**config.mk**
```make
export PLATFORM = sky130hd
export DESIGN_NAME = dpram_od
export DESIGN_NICKNAME = d
export VERILOG_FILES = /design/src/rtl/dpram_od_pkg.sv /design/src/rtl/dpram_od_array.sv /design/src/rtl/dpram_od_rdreg.sv /design/src/rtl/dpram_od.sv
export SDC_FILE = /design/constraint.sdc
export NUM_CORES = 1
export LEC_CHECK = 0
export ABC_AREA = 1
export BUFFER_PORTS_ARGS = -buffer_cell sky130_fd_sc_hd__buf_4
export CAP_MARGIN = 20
export CORE_ASPECT_RATIO = 2
export CORE_UTILIZATION = 30
export DETAILED_ROUTE_END_ITERATION = 8
export PLACE_DENSITY = 0.44
export SYNTH_ARGS = -nofsm -noshare
export SYNTH_HDL_FRONTEND = slang
export SYNTH_HIERARCHICAL = 1
export SYNTH_SLANG_ARGS = --single-unit
```
**constraint.sdc**
```tcl
create_clock -name clk -period 1.4 [get_ports clk]
set_input_delay 0.14 -clock clk [delete_from_list [all_inputs] [get_ports clk]]
set_output_delay 0.14 -clock clk [all_outputs]
set_load 0.005 [all_outputs]
```
**src/rtl/dpram_od_pkg.sv**
```systemverilog
package dpram_od_pkg;

    // Default geometry of the memory.
    localparam int unsigned DEF_DW    = 16;
    localparam int unsigned DEF_DEPTH = 32;

    // Which way the read stage chooses its next value.
    typedef enum logic [1:0] {
        RSEL_HOLD  = 2'd0,
        RSEL_CLEAR = 2'd1,
        RSEL_LOAD  = 2'd2
    } rsel_e;

    // Decide the read stage action; reset wins over a read.
    function automatic rsel_e pick_rsel(input logic rst_i, input logic rd_en_i);
        rsel_e r;
        if (rst_i)        r = RSEL_CLEAR;
        else if (rd_en_i) r = RSEL_LOAD;
        else              r = RSEL_HOLD;
        return r;
    endfunction

endpackage

```
**src/rtl/dpram_od_array.sv**
```systemverilog
// Storage array: written at the clock edge, read combinationally so that
// the value seen at an edge is the contents before that edge's write.
module dpram_od_array #(
    parameter int unsigned DW    = 16,
    parameter int unsigned DEPTH = 32,
    parameter int unsigned AW    = $clog2(DEPTH)
) (
    input  logic          clk,
    input  logic          we,
    input  logic [AW-1:0] waddr,
    input  logic [DW-1:0] wdata,
    input  logic [AW-1:0] raddr,
    output logic [DW-1:0] rword
);

    logic [DW-1:0] cells [DEPTH];

    always_ff @(posedge clk) begin
        if (we) begin
            cells[waddr] <= wdata;
        end
    end

    assign rword = cells[raddr];

endmodule

```
**src/rtl/dpram_od_rdreg.sv**
```systemverilog
// Output register of the read port: load, hold or clear.
module dpram_od_rdreg
    import dpram_od_pkg::*;
#(
    parameter int unsigned DW = 16
) (
    input  logic          clk,
    input  logic          rst,
    input  logic          ren,
    input  logic [DW-1:0] word_in,
    output logic [DW-1:0] q
);

    rsel_e         sel;
    logic [DW-1:0] q_next;

    always_comb begin
        sel = pick_rsel(rst, ren);
        unique case (sel)
            RSEL_CLEAR: q_next = '0;
            RSEL_LOAD:  q_next = word_in;
            default:    q_next = q;
        endcase
    end

    always_ff @(posedge clk) begin
        q <= q_next;
    end

endmodule

```
**src/rtl/dpram_od.sv**
```systemverilog
// Single-clock simple dual-port RAM returning old data on a collision.
module dpram_od
    import dpram_od_pkg::*;
#(
    parameter int unsigned DW    = DEF_DW,
    parameter int unsigned DEPTH = DEF_DEPTH,
    localparam int unsigned AW   = $clog2(DEPTH)
) (
    input  logic          clk,
    input  logic          rst,
    input  logic          wr_en,
    input  logic [AW-1:0] wr_addr,
    input  logic [DW-1:0] wr_data,
    input  logic          rd_en,
    input  logic [AW-1:0] rd_addr,
    output logic [DW-1:0] rd_q
);

    typedef struct packed {
        logic          en;
        logic [AW-1:0] addr;
        logic [DW-1:0] data;
    } wreq_t;

    typedef struct packed {
        logic          en;
        logic [AW-1:0] addr;
    } rreq_t;

    wreq_t         wq;
    rreq_t         rq;
    logic [DW-1:0] arr_word;

    assign wq = '{en: wr_en, addr: wr_addr, data: wr_data};
    assign rq = '{en: rd_en, addr: rd_addr};

    dpram_od_array #(
        .DW(DW), .DEPTH(DEPTH), .AW(AW)
    ) u_array (
        .clk   (clk),
        .we    (wq.en),
        .waddr (wq.addr),
        .wdata (wq.data),
        .raddr (rq.addr),
        .rword (arr_word)
    );

    dpram_od_rdreg #(
        .DW(DW)
    ) u_rdreg (
        .clk     (clk),
        .rst     (rst),
        .ren     (rq.en),
        .word_in (arr_word),
        .q       (rd_q)
    );

endmodule

```
# Yosys cells after proc, flatten, opt, wreduce, memory -nomap -nowiden
# Memory sizes are Yosys's and may differ from the RTL's.
# Cells that the tools add are included.
dict set report totals {
  ff_bits 16
  latchBits 0
  ram_bits 512
  rom_bits 0
  memories 1
}
dict set report classes {
  add_sub_neg 0
  mul 0
  div 0
  magnitude_cmp 0
  eq_ne 2
  shift 0
  mux 5
  n_bitwise 0
  n_reduce_logical 1
}
# memory depth width rd rd_clocked_by_memory_dff write_ports line
set mem_list {}
lappend mem_list {u_array.cells 32 16 1 0 1 dpram_od_array.sv:16} ;# logic [DW-1:0] cells [DEPTH];
# operator n
set op_table {}
lappend op_table {{$pmux 16 s2} 1}
lappend op_table {{$mux 2} 2}
lappend op_table {{$eq 2x1->1 const B} 1}
lappend op_table {{$eq 2x2->1 const B} 1}
lappend op_table {{$mux 1} 2}
lappend op_table {{$reduce_bool 2->1} 1}

# Longest topological paths before layout
# Gate-level depths: netlist of run 1.
dict set report logic_depth {
  depth_word 4
  depth_mapped 14
  mapped_depth_nobuf 11
}

# Modules after synthesis
# Netlist of run 1, hierarchy kept.
# mod instances cells_per_inst area_each_um2 seq_area_each_um2
set by_module_without_submodules {}
lappend by_module_without_submodules {dpram_od_array 1 1778 20981.4 15374.7}
lappend by_module_without_submodules {dpram_od_rdreg 1 52 663.1 480.5}

# Worst setup path before layout of run 1
# OpenSTA, ideal clock, no wires.
dict set report synth_timing {
  path_kind {input to register}
  from {in wr_addr[0]}
  to {mem u_array.cells[0][0] (enable)}
  setup_ps 388
  arrival_ps 1134
  t_required_ps 1012
  slack_ps -123
  path_stages 3
  n_path_buf 0
  path_cell_list {inv_1 > nand3_1 > nor2_1}
}
# item line
set synth_rtl {}
lappend synth_rtl {{from (decl)} dpram_od.sv:12} ;# input logic [AW-1:0] wr_addr,
lappend synth_rtl {{to (decl)} dpram_od_array.sv:16}
# No word-level cell before the write port.

# Worst setup path in the final report of run 1
dict set report layout_timing {
  from {reg u_rdreg.q[11]}
  to {out rd_q[11]}
}
# item line
set layout_rtl {}
lappend layout_rtl {{from (decl)} dpram_od_rdreg.sv:11} ;# output logic [DW-1:0] q
lappend layout_rtl {{from (signal assigned)} dpram_od_rdreg.sv:27} ;# q <= q_next;
lappend layout_rtl {{to (decl)} dpram_od.sv:16} ;# output logic [DW-1:0] rd_q
# No word-level cell between the ends.

==> metrics.md, run 1 <==
| Metric | Value |
|---|---|
| Status | finished with violations |
| Violated checks | setup timing |
| Core area | around 0.072 mm^2 |
| Total global-route track usage | 0.180 |
| First-pass GRT wire length | 94800 um |
| Crit-path cells | buf_6 |
| I/O pins | 46 |
| Die Y | roughly 380 um |
| Die width | 192 um |
| TritonCTS clock tree | done |
| Die area | 0.0733 mm^2 |
| Final Max Tran Viols | 0 |
| Vias per inst | 4.75 |
| Clock Latency Late Sink | between 0.5 and 0.6 ns |
| Final net count | between 2000 and 2500 |
| Antenna violations before repair | 0 |
| Routed Antenna Nets | 0 |
| Biggest cell delay along the critical path | 0.58 ns |
| First-pass iteration count of the detailed router | 5 |
| Critical Path AT | 1.36 ns |
| Final hold vios | 0 |
| Kind of cell adding the most delay to the critical path | flip-flops |
| DRT iter0 DRCs | 958 |
| Max frequency | around 0.67 GHz |
| Maximum vdd ir drop | 0.738 mV |
| Sequential area share after synthesis | 0.733 |
| Commonest non-fill, non-tap cell in the layout | nand2_1 |
| PortBufs | 45 |
| Synth top area share | 0.733 |
| Hold Path Stages | 3 |
| RSZ-0062 raised after global routing | yes |
| Flops & latches, synth | 528 |
| CP Launch Type | flip-flop |
| Minimum clock period | 1.50 ns |
| Post-route DRC | 0 |
| Worst path bufs/invs | 1 |
| Final cell count without fillers | 2938 |
| N_diodes | 0 |
| CP Data Required Time | 1.26 ns |
| Total wire length | 64600 um |
| R2R Path Start | u_array/cells[29][0] |
| Post-Place Cells | 2836 |
| Final setup violation count | 5 |
| RR Endpoint | u_rdreg/q[0] |
| Leakage Power | 9.73 nW |
| Final worst path period share | 1.07 |
| Yosys warnings | 6 |
| Syn Area/Cell | between 10 and 15 um^2 |
| Worst Hold End | u_rdreg/q[10] |
| Yosys top cell by area | edfxtp_1 |
| Largest net degree at the start of global routing | 51 |
| Max_cap viols | 0 |
| Worst Skew | 0.0164 ns |
| Cell area after synthesis | about 0.022 mm^2 |
| Power per cell area | 1260 mW/mm^2 |
| R2R cell count | 10 |
| H-tree depth | 2 |
| Final setup margin | -0.102 ns |
| Post-Synthesis Cells | 1830 |
| Endpoint type of the worst setup path | output port |
| Worst hold margin | approximately 0.11 ns |
| Vias in the first global route | between 10000 and 15000 |
| Synth top area cells | edfxtp_1 (73%), nand2_1 (12%), nand3_1 (9.2%) |
| Post-DP HPWL | 42200 um |
| Clock Tree Buf Depth | 3 |
| Hold WC Path Type | input pin to flip-flop |
| Avg WL per Cell | between 20 and 25 um |
| Post-CTS Setup Repair Bufs | 0 |
| Relative slew slack | 0.699 |
| Grt ovf | 0 |
| Clk sink count | between 500 and 600 |
| Setup slack, reg-to-reg | 0.03 ns |
| Commonest cells after routing, fill and taps aside | nand2_1 (670), edfxtp_1 (528), nand3_1 (336), buf_4 (135), nand3_2 (60) |
| Post-synthesis cell type count | 18 |
| WS Path Type | flip-flop to output port |
| Worst-margin pin slew | 0.451 ns |
| Clk root buf | clkbuf_16 |
| Critical path peak fanout | 1 |
| GPL Wtd Cong | 0.776 |
| Area Overhead vs Synth | 22.1% |
| # rows | approximately 140 |
| Layout cells sized above 1 | 0.215 |
| Mapped Nets | approximately 1900 |
| Initial Util | 0.302 |
| Vias | 13900 |
| Crit path max-delay cell type | edfxtp_1 |
| Hold_sp | rst |
| Inserted Clock Buffers | between 40 and 50 |
| Reg clk slew, reported paths | 0.07 ns |
logic make-up after synthesis:
family	count (synthesis)	synth area share
and+or+nand+nor	1166	0.227
DFF	528	0.733
buffers and inverters	136	0.0405
worst max-delay path by stage:
stage	startpoint	endpoint	depth (start not counted)
after CTS	u_rdreg/q[11]	rd_q[11]	1
after global placement	rd_addr[0]	u_rdreg/q[4]	14
after global routing	u_rdreg/q[11]	rd_q[11]	1
final	u_rdreg/q[11]	rd_q[11]	1
after detailed placement	rd_addr[0]	u_rdreg/q[4]	14
after floorplan	wr_addr[0]	u_array/cells[0][0]	3
power by group:
group	leakage [nW]	internal [mW]	switching, mW
Combinational	4.23	0.947	1.74
Sequential	4.79	17.6	0.0859
Clock	0.718	7.08	5.84
Total	9.73	25.6	7.67
worst min-delay path: cells and delay by family:
family	cells	cell delay, ns
buffers and inverters	2	0.28
AND/OR/NAND/NOR	1	0.12
per-stage QoR:
stage | utilization | setup TNS (ns) | setup WS (ns) | area [um^2] | power, mW
floorplan | - | -55.05 | -0.123 | 21600 | 19.3
global placement | 0.339 | -6.75 | -0.485 | 24300 | 20.6
detailed placement | 0.339 | -6.61 | -0.464 | 24300 | 20.6
CTS | 0.363 | -0.533 | -0.179 | 26000 | 33.6
global route | 0.369 | -0.678 | -0.147 | 26400 | 34.4
finish | 0.369 | -0.179 | -0.102 | 26400 | 33.3
timing repair:
item,in CTS,in global routing
endpoints found under the setup margin,15,22
gates resized for setup,23,106
pin swaps,0,110
hold buffers,16,0
hold endpoints to repair,435,0
synth_stat cells:
| master | count |
|---|---|
| nor2_4 | 1 |
| nand3_1 | 396 |
| buf_2 | 33 |
| buf_12 | 1 |
| nand2_4 | 1 |
| buf_1 | 2 |
| nor2_1 | 38 |
| edfxtp_1 | 528 |
| inv_6 | 1 |
| nor2_2 | 9 |
| buf_8 | 1 |
| buf_4 | 28 |
| inv_1 | 25 |
| inv_2 | 1 |
| or2_2 | 1 |
| nand2_1 | 720 |
| clkbuf_1 | 19 |
| buf_6 | 25 |
registers in the layout, indices dropped and copies added, names as in the netlist:
signal / count
u_rdreg/q: 16
u_array/cells: 512
metal layers:
metal,up-vias,wire length (um),GRT usage
li1,6656,-,-
met3,92,1900,0.0173
met4,0,2110,0.0667
met1,6933,24500,0.203
met5,-,0,0
met2,262,36100,0.340
layout make-up:
| class | count | area (um^2) |
|---|---|---|
| clock buffers | 61 | 1250 |
| clock inverters | 25 | 249 |
| fillers | 7007 | 45200 |
| inverters | 27 | 111 |
| multi-input cells | 1166 | 5430 |
| flip-flops and latches | 528 | 15900 |
| well taps | 916 | 1150 |
| repair buffers | 215 | 2400 |
Note: power is estimated with default switching activity, not from simulation.
==> inputs of run 2 (changes only) <==
--- a/config.mk
+++ b/config.mk
@@ -11,6 +11,7 @@
 export CORE_ASPECT_RATIO = 2
 export CORE_UTILIZATION = 30
 export DETAILED_ROUTE_END_ITERATION = 8
+export MAX_ROUTING_LAYER = met4
 export PLACE_DENSITY = 0.44
 export SYNTH_ARGS = -nofsm -noshare
 export SYNTH_HDL_FRONTEND = slang
==> run 2 against run 1 <==
The run still ends with setup timing left. Combinational power about the same. Setup slack worse by 0.0012 ns. Cell area about the same. Clock-buffer cell count unchanged. Sequential cell count unchanged. Die area unchanged. Fmax about the same. Utilization about the same. Register-to-register slack about the same. Largest cell class unchanged. Highest routed layer unchanged.
==> metrics.md, run 2 (synthesized netlist as in run 1, its figures left out) <==
| Metric | Value |
|---|---|
| Status | finished with violations |
| Violated checks | setup timing |
| Max_cap viols | 0 (unchanged) |
| Max frequency | 0.665 GHz (about the same) |
| Largest net degree at the start of global routing | 51 (unchanged) |
| CP Launch Type | flip-flop |
| Crit-path cells | buf_6 |
| Initial Util | 0.302 (unchanged) |
| Area Overhead vs Synth | 22.0% (about the same) |
| Total wire length | 64500 um (about the same) |
| GRT met3 Usage | 0.0170 (-0.000276) |
| Max reg flops | 512 (unchanged) |
| Post-DP HPWL | 42200 um (unchanged) |
| Biggest cell delay along the critical path | 0.58 ns (about the same) |
| Die width | 192 um (unchanged) |
| Commonest cells after routing, fill and taps aside | nand2_1 (670), edfxtp_1 (528), nand3_1 (340), buf_4 (135), buf_12 (57) |
| I/O pins | 46 (unchanged) |
| GR Util met2 | 0.341 (+0.000869) |
| DRT iter0 DRCs | 1000 (+4.4%) |
| Post-CTS Setup Repair Bufs | 0 (unchanged) |
| Relative slew slack | 0.701 (+0.00172) |
| Kind of cell adding the most delay to the critical path | flip-flops |
| RSZ-0062 raised after global routing | yes |
| Reg with most FFs | u_array/cells |
| Worst-margin pin slew | 0.448 ns (-0.00257 ns) |
| Commonest non-fill, non-tap cell in the layout | nand2_1 |
| Final worst path period share | 1.07 (about the same) |
| Avg WL per Cell | 22.0 um (about the same) |
| Worst hold margin | 0.109 ns (-0.00279 ns) |
| Die Y | 382 um (unchanged) |
| Maximum vdd ir drop | 0.739 mV (about the same) |
| Final net count | 2015 (unchanged) |
| Met1 Use GR | 0.203 (-0.000420) |
| H-tree depth | 2 (unchanged) |
| Minimum clock period | 1.50 ns (+0.00123 ns) |
| Inserted Clock Buffers | 47 (unchanged) |
| Layout Utilization | 0.369 (about the same) |
| Endpoint type of the worst setup path | output port |
| Vias in the first global route | 14200 (-0.056%) |
| Grt ovf | 0 (unchanged) |
| CP Data Required Time | 1.26 ns (about the same) |
| First-pass GRT wire length | 94800 um (about the same) |
| Seq. cell area | 0.0159 mm^2 (unchanged) |
| Most used routing layer | met2 |
| # rows | 139 (unchanged) |
| Core area | 0.0717 mm^2 (unchanged) |
| Final setup margin | -0.104 ns (-0.00123 ns) |
| Critical path peak fanout | 1 (unchanged) |
| TritonCTS clock tree | done |
| Clock Latency Late Sink | 0.59 ns (about the same) |
| Layout cells sized above 1 | 0.212 (-0.00247) |
| Final hold vios | 0 (unchanged) |
| Worst Skew | 0.0159 ns (-0.000417 ns) |
| WS Path Type | flip-flop to output port |
| PortBufs | 45 (unchanged) |
| N_diodes | 0 (unchanged) |
| Leakage Power | 9.73 nW (about the same) |
| First-pass iteration count of the detailed router | 5 (unchanged) |
| Reg clk slew, reported paths | 0.07 ns (about the same) |
| Die area | 0.0733 mm^2 (unchanged) |
| Critical Path AT | 1.36 ns (about the same) |
| Hold WC Path Type | input pin to flip-flop |
| Final Power | 33.3 mW (about the same) |
| Final setup violation count | 4 (-1) |
| Total global-route track usage | 0.185 (+0.00536) |
| Fin Setup TNS | -0.153 ns (+0.0255 ns) |
| Clk root buf | clkbuf_16 |
| Largest regs | u_array/cells: 512 flops, u_rdreg/q: 16 flops |
| GPL Wtd Cong | 0.787 (+1.4%) |
| Vias | 14000 (+0.19%) |
| Final Max Tran Viols | 0 (unchanged) |
| Vias per inst | 4.75 (+0.19%) |
| Power per cell area | 1260 mW/mm^2 (about the same) |
| Post-route DRC | 0 (unchanged) |
| Filler instances | 7011 (+0.057%) |
| Antenna violations before repair | 0 (unchanged) |
| Worst path bufs/invs | 1 (unchanged) |
| Crit path max-delay cell type | edfxtp_1 |
| Routed Antenna Nets | 0 (unchanged) |
| Clock Tree Buf Depth | 3 (unchanged) |
| Clk sink count | 528 (unchanged) |
| Multi-input gate area | 0.00541 mm^2 (-0.37%) |
## run 2: cell counts in the layout (fill, tap and decap cells not counted)
No cell type changed its count.
## run 2: final cells by class
class                      instances  share of cell area
tap                              916              0.0434
multi-input combinational       1166               0.205
sequential                       528               0.600
inverter                          27             0.00422
clock inverter                    25             0.00943
timing repair buffer             215              0.0907
clock buffer                      61              0.0473
## run 2: final timing paths
check | startpoint | slack (ns) | cells past startpoint | endpoint
setup / recovery | u_rdreg/q[11] | -0.10 | 1 | rd_q[11]
hold / removal | rst | 0.11 | 3 | u_rdreg/q[10]
setup reg to reg | u_array/cells[29][0] | 0.03 | 10 | u_rdreg/q[0]
hold reg to reg | u_array/cells[3][4] | 0.98 | 10 | u_rdreg/q[4]
## run 2: what timing repair did
action | 4_1_cts | 5_1_grt
hold endpoints to repair | 435 | 0
gates resized for setup | 23 | 101
pin swaps | 0 | 98
hold buffers | 16 | 0
setup endpoints to repair | 15 | 22
## run 2: metrics by stage
step	area (um^2)	instances	setup slack, ns
after floorplan	21600	1830	-0.123
after global placement	24300	2836	-0.485
after detailed placement	24300	2836	-0.464
after CTS	26000	2938	-0.179
after global routing	26400	2938	-0.147
final	26400	2938	-0.104
## run 2: power by group
group          switching [mW]  total [mW]  internal (mW)  leakage, nW
clock                    5.85        12.9           7.09        0.718
sequential             0.0848        17.7           17.6         4.79
combinational            1.74        2.68          0.945         4.22
## run 2: metal layers
| layer | share of wire | wire, um |
|---|---|---|
| met1 | 0.38 | 24600 |
| met2 | 0.56 | 36000 |
| met3 | 0.028 | 1790 |
| met4 | 0.034 | 2170 |
| met5 | 0 | 0 |
==> inputs of run 3 (changes only) <==
--- a/config.mk
+++ b/config.mk
@@ -8,11 +8,13 @@
 export ABC_AREA = 1
 export BUFFER_PORTS_ARGS = -buffer_cell sky130_fd_sc_hd__buf_4
 export CAP_MARGIN = 20
+export CELL_PAD_IN_SITES_DETAIL_PLACEMENT = 0
+export CELL_PAD_IN_SITES_GLOBAL_PLACEMENT = 1
 export CORE_ASPECT_RATIO = 2
 export CORE_UTILIZATION = 30
 export DETAILED_ROUTE_END_ITERATION = 8
 export MAX_ROUTING_LAYER = met4
-export PLACE_DENSITY = 0.44
+export PLACE_DENSITY = 0.51
 export SYNTH_ARGS = -nofsm -noshare
 export SYNTH_HDL_FRONTEND = slang
 export SYNTH_HIERARCHICAL = 1
==> run 3 against run 2 <==
Highest routed layer unchanged. Register-to-register slack improved by 0.02 ns. Final cell count about the same. Via count increased by 0.67%. First-iteration DRC count decreased by 20%. The run still ends with setup timing left. Non-clock buffer count increased by 3. Clock power decreased by 3%.
==> metrics.md, run 3 (synthesized netlist as in run 1, its figures left out) <==
| Metric | Value |
|---|---|
| Crit-path cells | buf_6 |
| Avg WL per Cell | 22.5 um (+2.4%) |
| Post-route cell area | 0.0263 mm^2 (-0.28%) |
| Crit path max-delay cell type | edfxtp_1 |
| DRT iter0 DRCs | 798 (-20%) |
| Core area | 0.0717 mm^2 (unchanged) |
| Kind of cell adding the most delay to the critical path | flip-flops |
| Commonest cells after routing, fill and taps aside | nand2_1 (696), edfxtp_1 (528), nand3_1 (362), buf_4 (129), buf_12 (70) |
| Worst path bufs/invs | 1 (unchanged) |
| Commonest non-fill, non-tap cell in the layout | nand2_1 |
| Largest net degree at the start of global routing | 54 (+5.9%) |
| Final Max Tran Viols | 0 (unchanged) |
| Critical Path AT | 1.36 ns (about the same) |
| Layout cells sized above 1 | 0.184 (-0.0279) |
| Worst Skew | 0.0192 ns (+0.00322 ns) |
| Final net count | 2017 (+0.099%) |
| Final worst path period share | 1.07 (-0.00413) |
| Reg with most FFs | u_array/cells |
| RSZ-0062 raised after global routing | yes |
| Clk root buf | clkbuf_16 |
| Vias | 14100 (+0.67%) |
| Die width | 192 um (unchanged) |
| Final cell count without fillers | 2936 (-0.068%) |
| Biggest cell delay along the critical path | 0.57 ns (about the same) |
| CP Data Required Time | 1.26 ns (about the same) |
| Clock Tree Buf Depth | 3 (unchanged) |
| Vias in the first global route | 14400 (+1.5%) |
| Post-route DRC | 0 (unchanged) |
| First-pass GRT wire length | 97600 um (+2.9%) |
| Violated checks | setup timing |
| Leakage Power | 9.70 nW (-0.27%) |
| Status | finished with violations |
| Max reg flops | 512 (unchanged) |
| I/O pins | 46 (unchanged) |
| Max_cap viols | 0 (unchanged) |
| Die Y | 382 um (unchanged) |
| Filler instances | 6998 (-0.19%) |
| Final Power | 32.9 mW (-1.3%) |
| Routed Antenna Nets | 0 (unchanged) |
| Total wire length | 66100 um (+2.4%) |
| Final setup margin | -0.0979 ns (+0.00578 ns) |
| Clock Latency Late Sink | 0.59 ns (about the same) |
| GPL Wtd Cong | 0.806 (+2.4%) |
| Inserted Clock Buffers | 46 (-2.1%) |
| Power per cell area | 1250 mW/mm^2 (-0.99%) |
| Critical path peak fanout | 1 (unchanged) |
| First-pass iteration count of the detailed router | 5 (unchanged) |
| Max frequency | 0.668 GHz (+0.39%) |
| Maximum vdd ir drop | 0.942 mV (+27%) |
| PortBufs | 45 (unchanged) |
| Reg clk slew, reported paths | 0.07 ns (about the same) |
| Total global-route track usage | 0.191 (+0.00578) |
| Antenna violations before repair | 1 (+1) |
| Post-DP HPWL | 44100 um (+4.7%) |
| Die area | 0.0733 mm^2 (unchanged) |
| Largest regs | u_array/cells: 512 flops, u_rdreg/q: 16 flops |
| Worst-margin pin slew | 0.408 ns (-0.0402 ns) |
| Placed cell area | 0.0245 mm^2 (+0.88%) |
| # rows | 139 (unchanged) |
| H-tree depth | 2 (unchanged) |
| Post-Place Cells | 2843 (+0.25%) |
| Final hold vios | 0 (unchanged) |
| Final setup violation count | 4 (unchanged) |
| Area Overhead vs Synth | 21.7% |
| TritonCTS clock tree | done |
| WS Path Type | flip-flop to output port |
| Initial Util | 0.302 (unchanged) |
| Clk sink count | 528 (unchanged) |
| Relative slew slack | 0.728 (+0.0271) |
| CP Launch Type | flip-flop |
| Hold WC Path Type | input pin to flip-flop |
| Layout Utilization | 0.368 (-0.00103) |
| Vias per inst | 4.79 (+0.73%) |
| Endpoint type of the worst setup path | output port |
| Minimum clock period | 1.50 ns (-0.00578 ns) |
| Grt ovf | 0 (unchanged) |
| Post-CTS Setup Repair Bufs | 0 (unchanged) |
run 3: cell types whose count changed in the layout (fill, tap and decap cells not counted), moves of 4 or more:
cell           delta
buf_12           +13
nand2_2          -25
nand3_1          +22
dlygate4sd3_1     -4
nand2_1          +26
clkinvlp_4        -4
buf_4             -6
inv_1             +4
inv_2             -4
nand3_2          -22
run 3: final timing paths:
kind	start	end	slack [ns]	cells after the start
worst min-delay path	wr_data[2]	u_array/cells[15][2]	0.01	1
worst min register to register	u_array/cells[2][13]	u_rdreg/q[13]	0.95	10
worst max register to register	u_array/cells[15][3]	u_rdreg/q[3]	0.05	10
worst max-delay path	u_rdreg/q[3]	rd_q[3]	-0.1	1
run 3: repair_timing:
| action | CTS | global route |
|---|---|---|
| hold endpoints to repair | 371 | 0 |
| pin swaps | 0 | 39 |
| setup endpoints to repair | 7 | 17 |
| gates cloned | 0 | 0 |
| resized for setup | 5 | 66 |
| hold buffers | 12 | 0 |
run 3: cell type report:
type                            count  area, um^2  share of cell area
Antenna cell                        1        2.50           0.0000950
Timing Repair Buffer              218        2570              0.0976
Clock inverter                     16         143             0.00541
Inverter                           27         111             0.00423
Multi-Input combinational cell   1166        5230               0.199
Tap cell                          916        1150              0.0435
Clock buffer                       64        1280              0.0487
Sequential cell                   528       15900               0.602
run 3: per-layer routing:
metal  part of all wire  global-route usage
met5                  0                   -
met4              0.032              0.0628
met3              0.026              0.0161
met2               0.56               0.356
met1               0.38               0.208
run 3: where the power goes:
part / switching (mW) / leakage (nW) / internal [mW]
Sequential: 0.101 / 4.79 / 17.6
Clock: 5.63 / 0.691 / 6.92
Combinational: 1.71 / 4.22 / 0.925
run 3: per-stage QoR:
step	setup WS, ns	TNS (ns)	hold WS (ns)
floorplan	-0.123	-55.05	0.239
global placement	-0.456	-8.94	0.578
detailed placement	-0.421	-9.37	0.584
CTS	-0.186	-0.660	0.000237
global route	-0.144	-0.522	0.0135
finish	-0.0979	-0.218	0.0142
